### src/rtl/cqm_pkg.sv
// Package: constants and the quarter-wave coefficient function for the
// complex quadrature modulator. Assumes a 16-point carrier phase circle.
package cqm_pkg;
    localparam int PH_W   = 4;            // phase index bits (16 phases)
    localparam int COEF_W = 16;           // Q1.15 coefficient width
    localparam int QTR    = 1 << (PH_W - 2);

    // Sine of phase index n (n * 22.5 degrees) in Q1.15, unity saturated.
    function automatic logic signed [COEF_W-1:0] sin_q15(input logic [PH_W-1:0] n);
        logic [2:0]               m;
        logic signed [COEF_W-1:0] mag;
        m = n[PH_W-2] ? (3'(QTR) - {1'b0, n[PH_W-3:0]}) : {1'b0, n[PH_W-3:0]};
        case (m)
            3'd0:    mag = 16'sd0;
            3'd1:    mag = 16'sd12540;
            3'd2:    mag = 16'sd23170;
            3'd3:    mag = 16'sd30274;
            default: mag = 16'sd32767;
        endcase
        if (n[PH_W-1]) begin
            sin_q15 = (m == 3'(QTR)) ? -16'sd32768 : -mag;
        end else begin
            sin_q15 = mag;
        end
    endfunction
endpackage

### src/rtl/qm_phase_acc.sv
// Phase accumulator: a PW-bit counter that wraps naturally.
// Assumes step_i is held steady by the caller between clears.
module qm_phase_acc #(
    parameter int PW = 4
) (
    input  logic          clk,
    input  logic          rst_n,
    input  logic          clr_i,
    input  logic          adv_i,
    input  logic [PW-1:0] step_i,
    output logic [PW-1:0] phase_o
);
    // Clear on reset or sync, otherwise advance on each accepted sample.
    always_ff @(posedge clk) begin
        if (!rst_n || clr_i) begin
            phase_o <= '0;
        end else if (adv_i) begin
            phase_o <= phase_o + step_i;
        end
    end
endmodule

### src/rtl/qm_cmul.sv
// Complex multiply stage: registers the four partial products of the
// sample with the carrier. Assumes signed two's-complement operands.
module qm_cmul #(
    parameter int DW = 16,
    parameter int CW = 16,
    localparam int PW = DW + CW
) (
    input  logic                 clk,
    input  logic                 rst_n,
    input  logic                 valid_i,
    input  logic signed [DW-1:0] a_i,
    input  logic signed [DW-1:0] b_i,
    input  logic signed [CW-1:0] cos_i,
    input  logic signed [CW-1:0] sin_i,
    output logic                 valid_o,
    output logic signed [PW-1:0] p_ac_o,
    output logic signed [PW-1:0] p_bs_o,
    output logic signed [PW-1:0] p_as_o,
    output logic signed [PW-1:0] p_bc_o
);
    // Delay the valid strobe by one stage.
    always_ff @(posedge clk) begin
        if (!rst_n) valid_o <= 1'b0;
        else        valid_o <= valid_i;
    end

    // Capture the products only for accepted samples.
    always_ff @(posedge clk) begin
        if (!rst_n) begin
            p_ac_o <= '0;
            p_bs_o <= '0;
            p_as_o <= '0;
            p_bc_o <= '0;
        end else if (valid_i) begin
            p_ac_o <= a_i * cos_i;
            p_bs_o <= b_i * sin_i;
            p_as_o <= a_i * sin_i;
            p_bc_o <= b_i * cos_i;
        end
    end
endmodule

### src/rtl/qm_rnd_sat.sv
// Combine, round and saturate stage: forms I and Q sums, rounds half-up at
// bit CW-1 and clamps to DW bits. Outputs hold when no sample is present.
module qm_rnd_sat #(
    parameter int DW = 16,
    parameter int CW = 16,
    localparam int PW = DW + CW,
    localparam int SW = PW + 1,
    localparam int RW = SW - (CW - 1)
) (
    input  logic                 clk,
    input  logic                 rst_n,
    input  logic                 valid_i,
    input  logic signed [PW-1:0] p_ac_i,
    input  logic signed [PW-1:0] p_bs_i,
    input  logic signed [PW-1:0] p_as_i,
    input  logic signed [PW-1:0] p_bc_i,
    output logic                 valid_o,
    output logic signed [DW-1:0] i_o,
    output logic signed [DW-1:0] q_o
);
    localparam logic signed [SW-1:0] HALF = SW'(1) << (CW - 2);
    localparam logic signed [RW-1:0] MAXV = {{(RW-DW+1){1'b0}}, {(DW-1){1'b1}}};
    localparam logic signed [RW-1:0] MINV = ~MAXV;

    // Round a full-precision sum to nearest and clamp it to DW bits.
    function automatic logic signed [DW-1:0] fold(input logic signed [SW-1:0] s);
        logic signed [SW-1:0] t;
        logic signed [RW-1:0] r;
        t = s + HALF;
        r = RW'(t >>> (CW - 1));
        if (r > MAXV)      fold = MAXV[DW-1:0];
        else if (r < MINV) fold = MINV[DW-1:0];
        else               fold = r[DW-1:0];
    endfunction

    logic signed [SW-1:0] sum_i, sum_q;

    // Form the rotated sums at full precision.
    always_comb begin
        sum_i = SW'(p_ac_i) - SW'(p_bs_i);
        sum_q = SW'(p_as_i) + SW'(p_bc_i);
    end

    // Register the rounded results and the matching strobe.
    always_ff @(posedge clk) begin
        if (!rst_n) begin
            valid_o <= 1'b0;
            i_o     <= '0;
            q_o     <= '0;
        end else begin
            valid_o <= valid_i;
            if (valid_i) begin
                i_o <= fold(sum_i);
                q_o <= fold(sum_q);
            end
        end
    end
endmodule

### src/rtl/cplx_shift_mod.sv
// Top: complex quadrature modulator at the output rate. The carrier is
// k*fDAC/8 plus an optional fDAC/16. The carrier setting is latched on reset
// or sync, and either event clears the phase. Assumes a 16-point phase circle.
module cplx_shift_mod
    import cqm_pkg::*;
#(
    parameter int DW = 16
) (
    input  logic                 clk,
    input  logic                 rst_n,
    input  logic                 sync_i,
    input  logic [2:0]           mode_k_i,
    input  logic                 mode_half_i,
    input  logic                 in_valid_i,
    input  logic signed [DW-1:0] in_i_i,
    input  logic signed [DW-1:0] in_q_i,
    output logic                 out_valid_o,
    output logic signed [DW-1:0] out_i_o,
    output logic signed [DW-1:0] out_q_o
);
    localparam int PW = DW + COEF_W;

    logic [PH_W-1:0]          step_q;
    logic [PH_W-1:0]          phase_w;
    logic signed [COEF_W-1:0] cos_w, sin_w;
    logic                     v1_w;
    logic signed [PW-1:0]     p_ac_w, p_bs_w, p_as_w, p_bc_w;

    // Latch the phase step (2k + half) only on reset or sync.
    always_ff @(posedge clk) begin
        if (!rst_n || sync_i) begin
            step_q <= {mode_k_i, mode_half_i};
        end
    end

    qm_phase_acc #(.PW(PH_W)) u_phase (
        .clk     (clk),
        .rst_n   (rst_n),
        .clr_i   (sync_i),
        .adv_i   (in_valid_i),
        .step_i  (step_q),
        .phase_o (phase_w)
    );

    // Look up the carrier; cosine is sine a quarter turn ahead.
    always_comb begin
        sin_w = sin_q15(phase_w);
        cos_w = sin_q15(phase_w + PH_W'(QTR));
    end

    qm_cmul #(.DW(DW), .CW(COEF_W)) u_mul (
        .clk     (clk),
        .rst_n   (rst_n),
        .valid_i (in_valid_i),
        .a_i     (in_i_i),
        .b_i     (in_q_i),
        .cos_i   (cos_w),
        .sin_i   (sin_w),
        .valid_o (v1_w),
        .p_ac_o  (p_ac_w),
        .p_bs_o  (p_bs_w),
        .p_as_o  (p_as_w),
        .p_bc_o  (p_bc_w)
    );

    qm_rnd_sat #(.DW(DW), .CW(COEF_W)) u_out (
        .clk     (clk),
        .rst_n   (rst_n),
        .valid_i (v1_w),
        .p_ac_i  (p_ac_w),
        .p_bs_i  (p_bs_w),
        .p_as_i  (p_as_w),
        .p_bc_i  (p_bc_w),
        .valid_o (out_valid_o),
        .i_o     (out_i_o),
        .q_o     (out_q_o)
    );
endmodule

### config.mk
export PLATFORM = sky130hd
export DESIGN_NAME = cplx_shift_mod
export DESIGN_NICKNAME = d
export VERILOG_FILES = /design/src/rtl/cqm_pkg.sv /design/src/rtl/qm_phase_acc.sv /design/src/rtl/qm_cmul.sv /design/src/rtl/qm_rnd_sat.sv /design/src/rtl/cplx_shift_mod.sv
export SDC_FILE = /design/constraint.sdc
export NUM_CORES = 2
export LEC_CHECK = 0
export BUFFER_PORTS_ARGS = -buffer_cell sky130_fd_sc_hd__buf_2
export CORE_AREA = 3 3 273 275
export CTS_CLUSTER_SIZE = 14
export DETAILED_ROUTE_END_ITERATION = 7
export DIE_AREA = 0 0 276 278
export GPL_ROUTABILITY_DRIVEN = 0
export MAX_ROUTING_LAYER = met4
export PLACE_DENSITY = 0.93
export SETUP_SLACK_MARGIN = 0.02
export SLEW_MARGIN = 20
export SYNTH_ARGS = -nofsm -noshare
export SYNTH_HDL_FRONTEND = slang
export SYNTH_SLANG_ARGS = --single-unit
### constraint.sdc
create_clock -name clk -period 20.1 [get_ports clk]
set_clock_uncertainty 0.05 [all_clocks]
set_input_delay 4.02 -clock clk [delete_from_list [all_inputs] [get_ports clk]]
set_output_delay 4.02 -clock clk [all_outputs]
set_load 0.01 [all_outputs]
==> results.cfg <==
[cells_and_area]
seq_area_mm2 = 0.003443
postLayoutCellArea_mm2 = 0.05029
drive_gt1_frac = 0.04278
area_growth_pct = 3.748
final_core_util = 0.6928
nFillCells = 4786
multi_input_area_mm2 = 0.03894
nNetsFinal = 6924

[timing]
slew_headroom = 0.2119
hold_viol_final = 0
tightest_slew_ps = 1182
fin_crit_ps = 10580
rsz0062_at_grt = no
fin_setup_tns_ps = 0
timing.fmax_ghz = 0.09448
slew_violations = 0
setup_viol = 0
fin_crit_sh = 0.5266

[route]
wirelength_mm = 131.4
wl_per_cell_um = 20.73
drtAntennaViolNets = 0
vias = 38200
first_pass_iters = 8
drt_iter0_drc = 3557
drc_errors = 6
via_per_inst = 6.024

[clock_network]
cts-resized-gates = 0
path_clk_slew_ps = 80
cts_root_buf = clkbuf_16
htreeDepth = 4
clk_latency_ps = 510
cts_hold_buf = 0
numCtsBuffers = 17
cts_tree = yes
cts.sinks = 170
clockBufferDepth = 2
cts_setup_buffers = 0

[worst_hold_path]
holdCritPathClass = reg -> reg
hold_depth = 2

[floorplan]
ios = 73
dieArea_mm2 = 0.07673
row_count = 99
initial_core_util = 0.6677
die_x_um = 276
die_h_um = 278
core_mm2 = 0.07259

[setup_path]
arrival_ps = 10890
max_stage_delay_ps = 790
r2r-end = u_mul.p_bs_o[24]$_SDFFE_PN0P_
cp.buffers_inverters = 7
slowest_stage = fa_1
criticalPathCategory = in -> reg
crit_end = u_mul.p_bs_o[31]$_SDFFE_PN0P_
reg2reg_slack_ps = 10180
crit_path_frequent_cell = inv_1
worstRegToRegCells = 31
cp.depth = 27
required_ps = 20400
critPathLaunch = in_q_i[15]
cp_top_family = adder cells
cp-start-kind = primary input
setup.worst_path.end_class = flop
critPathMaxFanout = 25
worstReg2RegStart = u_phase.phase_o[0]$_SDFFE_PP0P_

[synth]
ys_types = 90
syn_nets = 6999
syn_inst = 5438
yosysWarnings = 0
yosysTopAreaCell = fa_1
async_flop_share = 0
syn_avg_cell_area_um2 = 8.913
synth_common_cells = inv_1 (1451), fa_1 (1041), nand2_1 (593)
synth_top_area_share = 0.4300
yosysMostFrequentCell = inv_1
syn-cell-area_mm2 = 0.04847
ys_seq_area_frac = 0.07104
synth-seq-cells = 170
synth_area_leaders = fa_1 (43%), ha_1 (12%), inv_1 (11%)
synth_flop_cell = dfxtp_1
synth-edff-count = 4

[global_route]
grt_pass1_vias = 42680
grt_pass1_wl_mm = 214.7
antenna_found_initial = 2
grt_max_degree = 71
grt_usage = 0.3645
grt.overflow.total = 0

[outcome]
violations = DRC
status = finished, violations left

[placed_design]
dp_hpwl_mm = 104.0
port_buffers = 72
placed_area_mm2 = 0.04965

[job]
maxCapViolCount = 0
layer usage:
metal,share of wire,vias to the layer above,GRT usage
li1,-,16100,-
met1,0.33,18740,0.4017
met2,0.47,2479,0.5673
met3,0.11,875,0.09320
met4,0.097,0,0.2844
met5,0,-,-
how the worst min path moves through the flow:
stage | slack (ps) | from | end
after floorplan | 380 | u_mul.p_bs_o[16]$_SDFFE_PN0P_ | u_mul.p_bs_o[16]$_SDFFE_PN0P_
after global placement | 390 | u_mul.p_bs_o[22]$_SDFFE_PN0P_ | u_mul.p_bs_o[22]$_SDFFE_PN0P_
after detailed placement | 400 | u_mul.p_as_o[20]$_SDFFE_PN0P_ | u_mul.p_as_o[20]$_SDFFE_PN0P_
after CTS | 410 | u_mul.p_as_o[20]$_SDFFE_PN0P_ | u_mul.p_as_o[20]$_SDFFE_PN0P_
after global routing | 440 | u_mul.p_as_o[20]$_SDFFE_PN0P_ | u_mul.p_as_o[20]$_SDFFE_PN0P_
final | 410 | u_mul.p_as_o[20]$_SDFFE_PN0P_ | u_mul.p_as_o[20]$_SDFFE_PN0P_
tightest hold or removal path, delay by kind of cell, from the launching register on:
kind               cells  cell delay, ps
AOI/OAI and AO/OA      1              50
and+or+nand+nor        1              50
DFF                    1             330
final cells by class:
class | count | share of cell area
inverters | 1454 | 0.1085
clock buffers | 17 | 0.008460
well taps | 959 | 0.02386
clock inverters | 15 | 0.003931
diodes | 6 | 0.0002986
multi-input cells | 3616 | 0.7744
repair buffers | 104 | 0.01207
flip-flops and latches | 170 | 0.06847
metrics by stage:
stage	cells	hold WS, ps	setup WS, ps
after floorplan	5438	375.0	9746
after global placement	6303	388.1	9384
after detailed placement	6303	400.3	9138
after CTS	6335	412.2	9671
after global routing	6338	438.6	9271
final	6341	411.7	9515
sequential cells by signal (all words and copies together) (netlist names):
name,count
step_q,4
u_mul.p_ac_o,32
u_out.i_o,16
u_out.valid_o,1
u_phase.phase_o,4
u_mul.valid_o,1
u_mul.p_bc_o,32
u_out.q_o,16
u_mul.p_bs_o,32
u_mul.p_as_o,32
kinds of logic after synthesis:
group	after synthesis	synth area share
mux	78	0.01613
simple gates	1286	0.1232
compound gates	563	0.07688
fa+ha+maj	1521	0.5539
xor+xnor	168	0.03036
buf+inv	1652	0.1285
flops	170	0.07104
layout by cell type, fill, tap and decap left out, drive strengths merged, types with 9 or more instances in the layout:
master,count
a211o,10
a211oi,30
a21o,79
a21oi,168
a221o,9
a31oi,19
and2,279
and3,18
buf,104
clkbuf,17
dfxtp,166
fa,1041
ha,480
inv,1459
mux2i,77
nand2,594
nand2b,11
nand3,39
nand4,10
nor2,216
nor2b,29
nor3,31
o21a,19
o21ai,118
o21bai,20
o31ai,10
or2,33
or3,11
xnor2,117
xor2,51
Power is not shown: default switching activity piles up to over one toggle a cycle in this logic, so the estimate is an artifact.
